$ cat config.mk
export PLATFORM = sky130hd
export DESIGN_NAME = lcrc_lane
export DESIGN_NICKNAME = d
export VERILOG_FILES = /design/src/rtl/lcrc_pkg.sv /design/src/rtl/lcrc_engine.sv /design/src/rtl/lcrc_rx.sv /design/src/rtl/lcrc_lane.sv
export SDC_FILE = /design/constraint.sdc
export NUM_CORES = 1
export LEC_CHECK = 0
export BUFFER_PORTS_ARGS = -buffer_cell sky130_fd_sc_hd__buf_2
export CAP_MARGIN = 40
export CELL_PAD_IN_SITES_DETAIL_PLACEMENT = 1
export CELL_PAD_IN_SITES_GLOBAL_PLACEMENT = 2
export CORE_AREA = 4 4 82 100
export CTS_BUF_LIST = sky130_fd_sc_hd__clkbuf_2 sky130_fd_sc_hd__clkbuf_4 sky130_fd_sc_hd__clkbuf_8
export DETAILED_ROUTE_END_ITERATION = 8
export DIE_AREA = 0 0 86 104
export PLACE_DENSITY = 0.69
export SYNTH_ARGS = -nofsm -noshare
export SYNTH_HDL_FRONTEND = slang
export SYNTH_SLANG_ARGS = --single-unit
$ cat constraint.sdc
create_clock -name clk_i -period 3.65 [get_ports clk_i]
set_input_delay 0.5475 -clock clk_i [delete_from_list [all_inputs] [get_ports clk_i]]
set_output_delay 0.5475 -clock clk_i [all_outputs]
set_load 0.01 [all_outputs]
$ cat src/rtl/lcrc_pkg.sv
package lcrc_pkg;
  typedef enum logic [2:0] {
    TAG_NONE   = 3'd0,
    TAG_FIRST  = 3'd1,
    TAG_LAST   = 3'd2,
    TAG_CRC_LO = 3'd3,
    TAG_CRC_HI = 3'd4,
    TAG_END    = 3'd5
  } tag_e;

  typedef enum logic [1:0] {
    MODE_SD   = 2'd0,
    MODE_HD   = 2'd1,
    MODE_3G   = 2'd2,
    MODE_RSVD = 2'd3
  } mode_e;
endpackage

$ cat src/rtl/lcrc_engine.sv
module lcrc_engine
  import lcrc_pkg::*;
#(
  parameter int               DATA_W = 10,
  parameter int               CRC_W  = 18,
  parameter logic [CRC_W-1:0] POLY   = 18'h00031
) (
  input  logic              clk_i,
  input  logic              rst_ni,
  input  logic              valid_i,
  input  tag_e              tag_i,
  input  logic [DATA_W-1:0] data_i,
  output logic [CRC_W-1:0]  crc_o
);
  logic [CRC_W-1:0] crc_q;
  logic             cover_q;

  function automatic logic [CRC_W-1:0] crc_step(input logic [CRC_W-1:0] c,
                                                input logic [DATA_W-1:0] d);
    logic [CRC_W-1:0] r;
    logic             fb;
    r = c;
    for (int b = 0; b < DATA_W; b++) begin
      fb = r[CRC_W-1] ^ d[b];
      r  = {r[CRC_W-2:0], 1'b0} ^ (fb ? POLY : '0);
    end
    return r;
  endfunction

  always_ff @(posedge clk_i or negedge rst_ni) begin
    if (!rst_ni) begin
      crc_q   <= '0;
      cover_q <= 1'b0;
    end else if (valid_i) begin
      if (tag_i == TAG_FIRST) begin
        crc_q   <= crc_step('0, data_i);
        cover_q <= 1'b1;
      end else if (cover_q) begin
        crc_q <= crc_step(crc_q, data_i);
        if (tag_i == TAG_LAST) cover_q <= 1'b0;
      end
    end
  end

  assign crc_o = crc_q;

  AST_IDLE_HOLD: assert property (@(posedge clk_i) disable iff (!rst_ni)
    !valid_i |=> $stable(crc_q)) else $error("crc changed on idle word");
endmodule

$ cat src/rtl/lcrc_rx.sv
module lcrc_rx
  import lcrc_pkg::*;
#(
  parameter int DATA_W = 10,
  parameter int CRC_W  = 18
) (
  input  logic              clk_i,
  input  logic              rst_ni,
  input  logic              valid_i,
  input  tag_e              tag_i,
  input  logic [DATA_W-1:0] data_i,
  output logic [CRC_W-1:0]  rx_crc_o,
  output logic              got_all_o,
  output logic              fmt_bad_o,
  output logic              in_line_o
);
  localparam int HALF = CRC_W / 2;

  logic [CRC_W-1:0] rx_q;
  logic             got_lo_q, got_hi_q, fmt_bad_q, in_line_q;
  logic             inv_bad;

  // word bit HALF must be the inverse of bit HALF-1
  assign inv_bad = (data_i[HALF] == data_i[HALF-1]);

  always_ff @(posedge clk_i or negedge rst_ni) begin
    if (!rst_ni) begin
      rx_q      <= '0;
      got_lo_q  <= 1'b0;
      got_hi_q  <= 1'b0;
      fmt_bad_q <= 1'b0;
      in_line_q <= 1'b0;
    end else if (valid_i) begin
      unique case (tag_i)
        TAG_FIRST: begin
          in_line_q <= 1'b1;
          got_lo_q  <= 1'b0;
          got_hi_q  <= 1'b0;
          fmt_bad_q <= 1'b0;
        end
        TAG_CRC_LO: if (in_line_q) begin
          rx_q[HALF-1:0] <= data_i[HALF-1:0];
          got_lo_q       <= 1'b1;
          if (inv_bad) fmt_bad_q <= 1'b1;
        end
        TAG_CRC_HI: if (in_line_q) begin
          rx_q[CRC_W-1:HALF] <= data_i[HALF-1:0];
          got_hi_q           <= 1'b1;
          if (inv_bad) fmt_bad_q <= 1'b1;
        end
        TAG_END:  in_line_q <= 1'b0;
        default:  ;
      endcase
    end
  end

  assign rx_crc_o  = rx_q;
  assign got_all_o = got_lo_q & got_hi_q;
  assign fmt_bad_o = fmt_bad_q;
  assign in_line_o = in_line_q;

  AST_LINE_RESTART: assert property (@(posedge clk_i) disable iff (!rst_ni)
    (valid_i && tag_i == TAG_FIRST) |=> (!got_all_o && in_line_o))
    else $error("capture not restarted");
endmodule

$ cat src/rtl/lcrc_lane.sv
module lcrc_lane
  import lcrc_pkg::*;
#(
  parameter int               DATA_W = 10,
  parameter int               CRC_W  = 18,
  parameter logic [CRC_W-1:0] POLY   = 18'h00031
) (
  input  logic              clk_i,
  input  logic              rst_ni,
  input  logic              valid_i,
  input  tag_e              tag_i,
  input  logic [DATA_W-1:0] data_i,
  input  logic              check_en_i,
  output logic              err_o
);
  logic [CRC_W-1:0] calc_crc, rx_crc;
  logic             got_all, fmt_bad, in_line, end_w;

  lcrc_engine #(.DATA_W(DATA_W), .CRC_W(CRC_W), .POLY(POLY)) u_engine (
    .clk_i, .rst_ni, .valid_i, .tag_i, .data_i, .crc_o(calc_crc)
  );

  lcrc_rx #(.DATA_W(DATA_W), .CRC_W(CRC_W)) u_rx (
    .clk_i, .rst_ni, .valid_i, .tag_i, .data_i,
    .rx_crc_o(rx_crc), .got_all_o(got_all), .fmt_bad_o(fmt_bad), .in_line_o(in_line)
  );

  assign end_w = valid_i && (tag_i == TAG_END);
  assign err_o = end_w && in_line && check_en_i &&
                 (!got_all || fmt_bad || (rx_crc != calc_crc));
endmodule

---- Yosys cells after proc, flatten, opt, wreduce, memory -nomap -nowiden ----
Cells that the tools add are included.
storage, ports and cells
  flip-flop bits (word level) ............. 41
  bits of input ports ..................... 17
operators by class
  equal/unequal tests ..................... 11
  mux-type cells .......................... 32
  bitwise operators ....................... 39
  reduce and logical (&&, ||, !) cells .... 20
operators with widths
  kind                   count
  $xor A18 B18 Y18       19
  $mux W6                20
  $mux W18               2
  $ne A18 B18 Y1         1
  $xor A1 B1 Y1          18
  $reduce_and A3 Y1      4
  $reduce_bool A2 Y1     5
  $ne A2 B1 Y1 const B   4
  $pmux W1 S2            4
  $eq A3 B2 Y1 const B   2
  $eq A3 B3 Y1 const B   2
  $mux W1                6
  $logic_and A1 B1 Y1    4
  $reduce_and A2 Y1      2
  $reduce_and A4 Y1      1
  $eq A3 B1 Y1 const B   1
  $logic_or A1 B1 Y1     2
  $reduce_or A2 Y1       1
  $and A1 B1 Y1          1
  $eq A1 B1 Y1           1
  $logic_not A1 Y1       1
  $xor A1 B1 Y1 const A  1

---- Logic depth before layout (Yosys ltp) ----
  depth after elaboration ................. 32
  depth in mapped cells ................... 6
  depth with buffers taken out ............ 4

---- Modules after synthesis ----
Synthesis repeated with hierarchy kept, for this count alone.
second synthesis, totals
  cell total of the unflattened synthesis .. 215
  area, all modules ....................... 2392.3 um^2
modules (own cells, without submodules)
  module       instances  cells each  area each (um^2)  sequential area each (um^2)
  lcrc_engine  1          128         1291.2            475.5
  lcrc_rx      1          59          874.6             550.5
  lcrc_lane    1          28          226.5             0.0

---- Least setup slack after synthesis ----
No wires, ideal clock.
  kind .................................... input-to-output
  start point ............................. input tag_i[1]
  end point ............................... output err_o
  data arrival time ....................... 1.264 ns
  slack ................................... 1.839 ns
  stages on the path ...................... 4
  path buffers ............................ 1
  cells stage by stage .................... buf_2 -> nor2b_1 -> nand2_1 -> a311oi_1
on the way
  word-level cells in the longest chain between the ends .. 5
ends and longest elaborated chain
  element                            line             source
  from (decl)                        lcrc_lane.sv:11  input tag_e tag_i,
  $eq A3 B3 Y1                       lcrc_lane.sv:28  assign end_w = valid_i && (tag_i == TAG_END);
  $logic_and A1 B1 Y1                lcrc_lane.sv:28
  $logic_and A1 B1 Y1 (3 in series)  lcrc_lane.sv:29  assign err_o = end_w && in_line && check_en_i &&
  to (decl)                          lcrc_lane.sv:14  output logic err_o
Every way passes these cells.

---- Worst setup path in the final report ----
  start point ............................. register u_engine.crc_q[8] (netlist: u_engine.crc_o[8])
  end point ............................... output err_o
on the way
  word-level cells in the longest chain between the ends .. 3
ends and longest elaborated chain
  element                 line               source
  from (decl)             lcrc_engine.sv:15  logic [CRC_W-1:0] crc_q;
  from (signal assigned)  lcrc_engine.sv:36  crc_q <= crc_step('0, data_i);
  from (signal assigned)  lcrc_engine.sv:39  crc_q <= crc_step(crc_q, data_i);
  $ne A18 B18 Y1          lcrc_lane.sv:30    (!got_all || fmt_bad || (rx_crc != calc_crc));
  $logic_or A1 B1 Y1      lcrc_lane.sv:30
  $logic_and A1 B1 Y1     lcrc_lane.sv:29
Every way passes these cells.

==> run metrics <==
status=complete, no violations; vias in the first global route=1739; Multi-input gate area=1309 um2; chip width=86 um; global-route wire length before repair=9.528 mm; drt first pass iters=4; CTS Sinks=41; initial antenna violation count=0; period utilization=59.86%; Nets=249; EDFF count, synth=0; H-tree Lvls=2; drt drc=0; synthesis-to-finish area growth=11.79%; Routed WL=5.768 mm; post-CTS setup buffers=0; Yosys cell types=36; All-Layer GR Usage=13.94%; Final Max Slew Viols=0; Detail Route Antenna Nets=0; unrepaired setup endpoints after global routing=no; Max-Slew Margin vs Limit=56.24%; IO buf count=17; crit-path max FO=5; sequential cell area=1026 um2; Initial Util=33.50%; later-pin clock latency in the skew report=290 ps; I/O Pins=18; Netlist Area Pre-Place=2409 um2; hold buffers post-CTS=0; # rows=34; endpoint type of the worst setup path=output pin; syn nets=235; CTS resizes=0; Fin Clk Skew=6.806 ps; Cell Pwr Density=753.0 nW/um2; dpl cells=315; Total Power=2.027 mW; DR WL/cell=17.86 um; Critical Path Start Type=flip-flop; Setup TNS Final=0 ps; register area share after synthesis=42.60%; cts bufs inserted=5; Die H=104 um; Syn. warnings=0; die area=8944 um2; worst slew pin tran=654.3 ps; largest net degree at the start of global routing=28; ys async rst share=100.0%; routed vias=1577; Clk pin slew, worst setup/hold paths=80 ps; Vias/cell=4.882; share of cells above drive strength 1=23.61%; Most used DFF post-synth=dfrtp_1; hold crit path type=in2async; maximum clock rate=0.4577 GHz; CP required=3100 ps; Final Non-Filler Cells=323; hold_ws=171.4 ps; FILL cells=808; Final Hold Fails=0; crit path DAT=1640 ps; gr ovfl total=0; post-synthesis register bit count=41; syn_area_per_cell=11.05 um2; Synth Instances=218; Final setup viols=0; root buffer cell=clkbuf_8; HPWL after DPL=4.343 mm; clk buf depth=2; CTS tree=done; Max Cap Viol=0; drt initial violations=62; maximum vdd drop=0.0002398 V; Tmin final=2185 ps; gpl congestion=0.7473; leak pwr=1.182 nW; Core ar.=7189 um2; Crit Path Class=reg2out; diodes inserted=0
==> layout make-up <==
class | instances | share of cell area [%]
Inverter | 1 | 0.1394
Clock buffer | 7 | 3.578
Timing Repair Buffer | 20 | 5.204
Sequential cell | 41 | 38.10
Tap cell | 90 | 4.182
Multi-Input combinational cell | 163 | 48.61
Clock inverter | 1 | 0.1859
==> placed cells by master (no fill, tap or decap), types with 2 or more instances in the layout <==
master / synthesis / layout
mux2_2: 18 / 18
a22o_1: 3 / 3
o21ai_1: 6 / 6
nor2_1: 11 / 11
nand4_1: 3 / 3
xnor3_1: 8 / 8
buf_2: 7 / 17
nor3_1: 2 / 2
dfrtp_1: 41 / 41
nand3_1: 2 / 2
nand2_1: 23 / 23
xnor2_1: 34 / 34
a21oi_1: 3 / 3
xor2_1: 17 / 17
o21ai_0: 14 / 14
clkbuf_8: 0 / 7
and3_4: 2 / 2
==> worst paths after layout <==
check / slack, ps / start / endpoint / cells past startpoint
max: 1470 / u_engine.crc_o[8] / err_o / 5
min: 170 / rst_ni / u_rx.rx_crc_o[9] / 1
max reg2reg: 1990 / u_rx.in_line_o / u_rx.rx_crc_o[17] / 3
min reg2reg: 510 / u_rx.got_lo_q / u_rx.got_lo_q / 1
max in group asynchronous: 3000 / rst_ni / u_engine.crc_o[12] / 2
min in group clk_i: 510 / u_rx.got_lo_q / u_rx.got_lo_q / 1
==> sequential cells by signal (all words and copies together), names as in the netlist <==
name and cells:
u_rx.fmt_bad_o 1, u_rx.in_line_o 1, u_engine.cover_q 1, u_engine.crc_o 18, u_rx.got_hi_q 1, u_rx.rx_crc_o 18
u_rx.got_lo_q 1
==> layer usage <==
| metal | part of all wire [%] | vias to the layer above | track usage [%] |
|---|---|---|---|
| met3 | 2.5 | 6 | 2.536 |
| met2 | 51 | 16 | 23.98 |
| li1 | - | 762 | - |
| met5 | 0 | - | 0 |
| met4 | 1.4 | 0 | 4.072 |
| met1 | 45 | 793 | 17.53 |
==> cells by family after synthesis <==
logic type      share of synthesized area, %
xor+xnor                               26.03
simple gates                           12.21
flops                                  42.60
compound gates                         7.689
mux                                    8.415
buf+inv                                3.064
==> metrics by stage <==
step / utilization [%] / setup WS (ps) / cell area, um2
after CTS: 37.45 / 1382 / 2693
after detailed placement: 36.04 / 1618 / 2591
after global routing: 37.45 / 1335 / 2693
final: 37.45 / 1465 / 2693
after floorplan: - / 1839 / 2409
after global placement: 35.38 / 1240 / 2544
==> report_power, final <==
group / internal [mW] / switching, mW / leakage, nW / total, mW
sequential: 0.614 / 0.207 / 0.502 / 0.821
clock: 0.171 / 0.164 / 0.0542 / 0.335
combinational: 0.533 / 0.338 / 0.625 / 0.871
==> cell usage after synthesis (all sizes together), types with 4 or more instances <==
cell,n,share of area [%]
xor2,17,6.2
o21ai,21,4.5
nand2,24,4.1
nor2,12,2.0
buf,9,2.1
dfrtp,41,43
xnor2,34,12
clkbuf,4,0.83
xnor3,8,7.5
mux2,18,8.4
==> critical path: stages, from the launching register on <==
cell and delay [ps]:
dfrtp_1 460, xnor2_1 210, nand4_1 130, nor3_1 250, a311oi_1 130, buf_2 160
No activity file was read; power rests on OpenSTA's default activity.
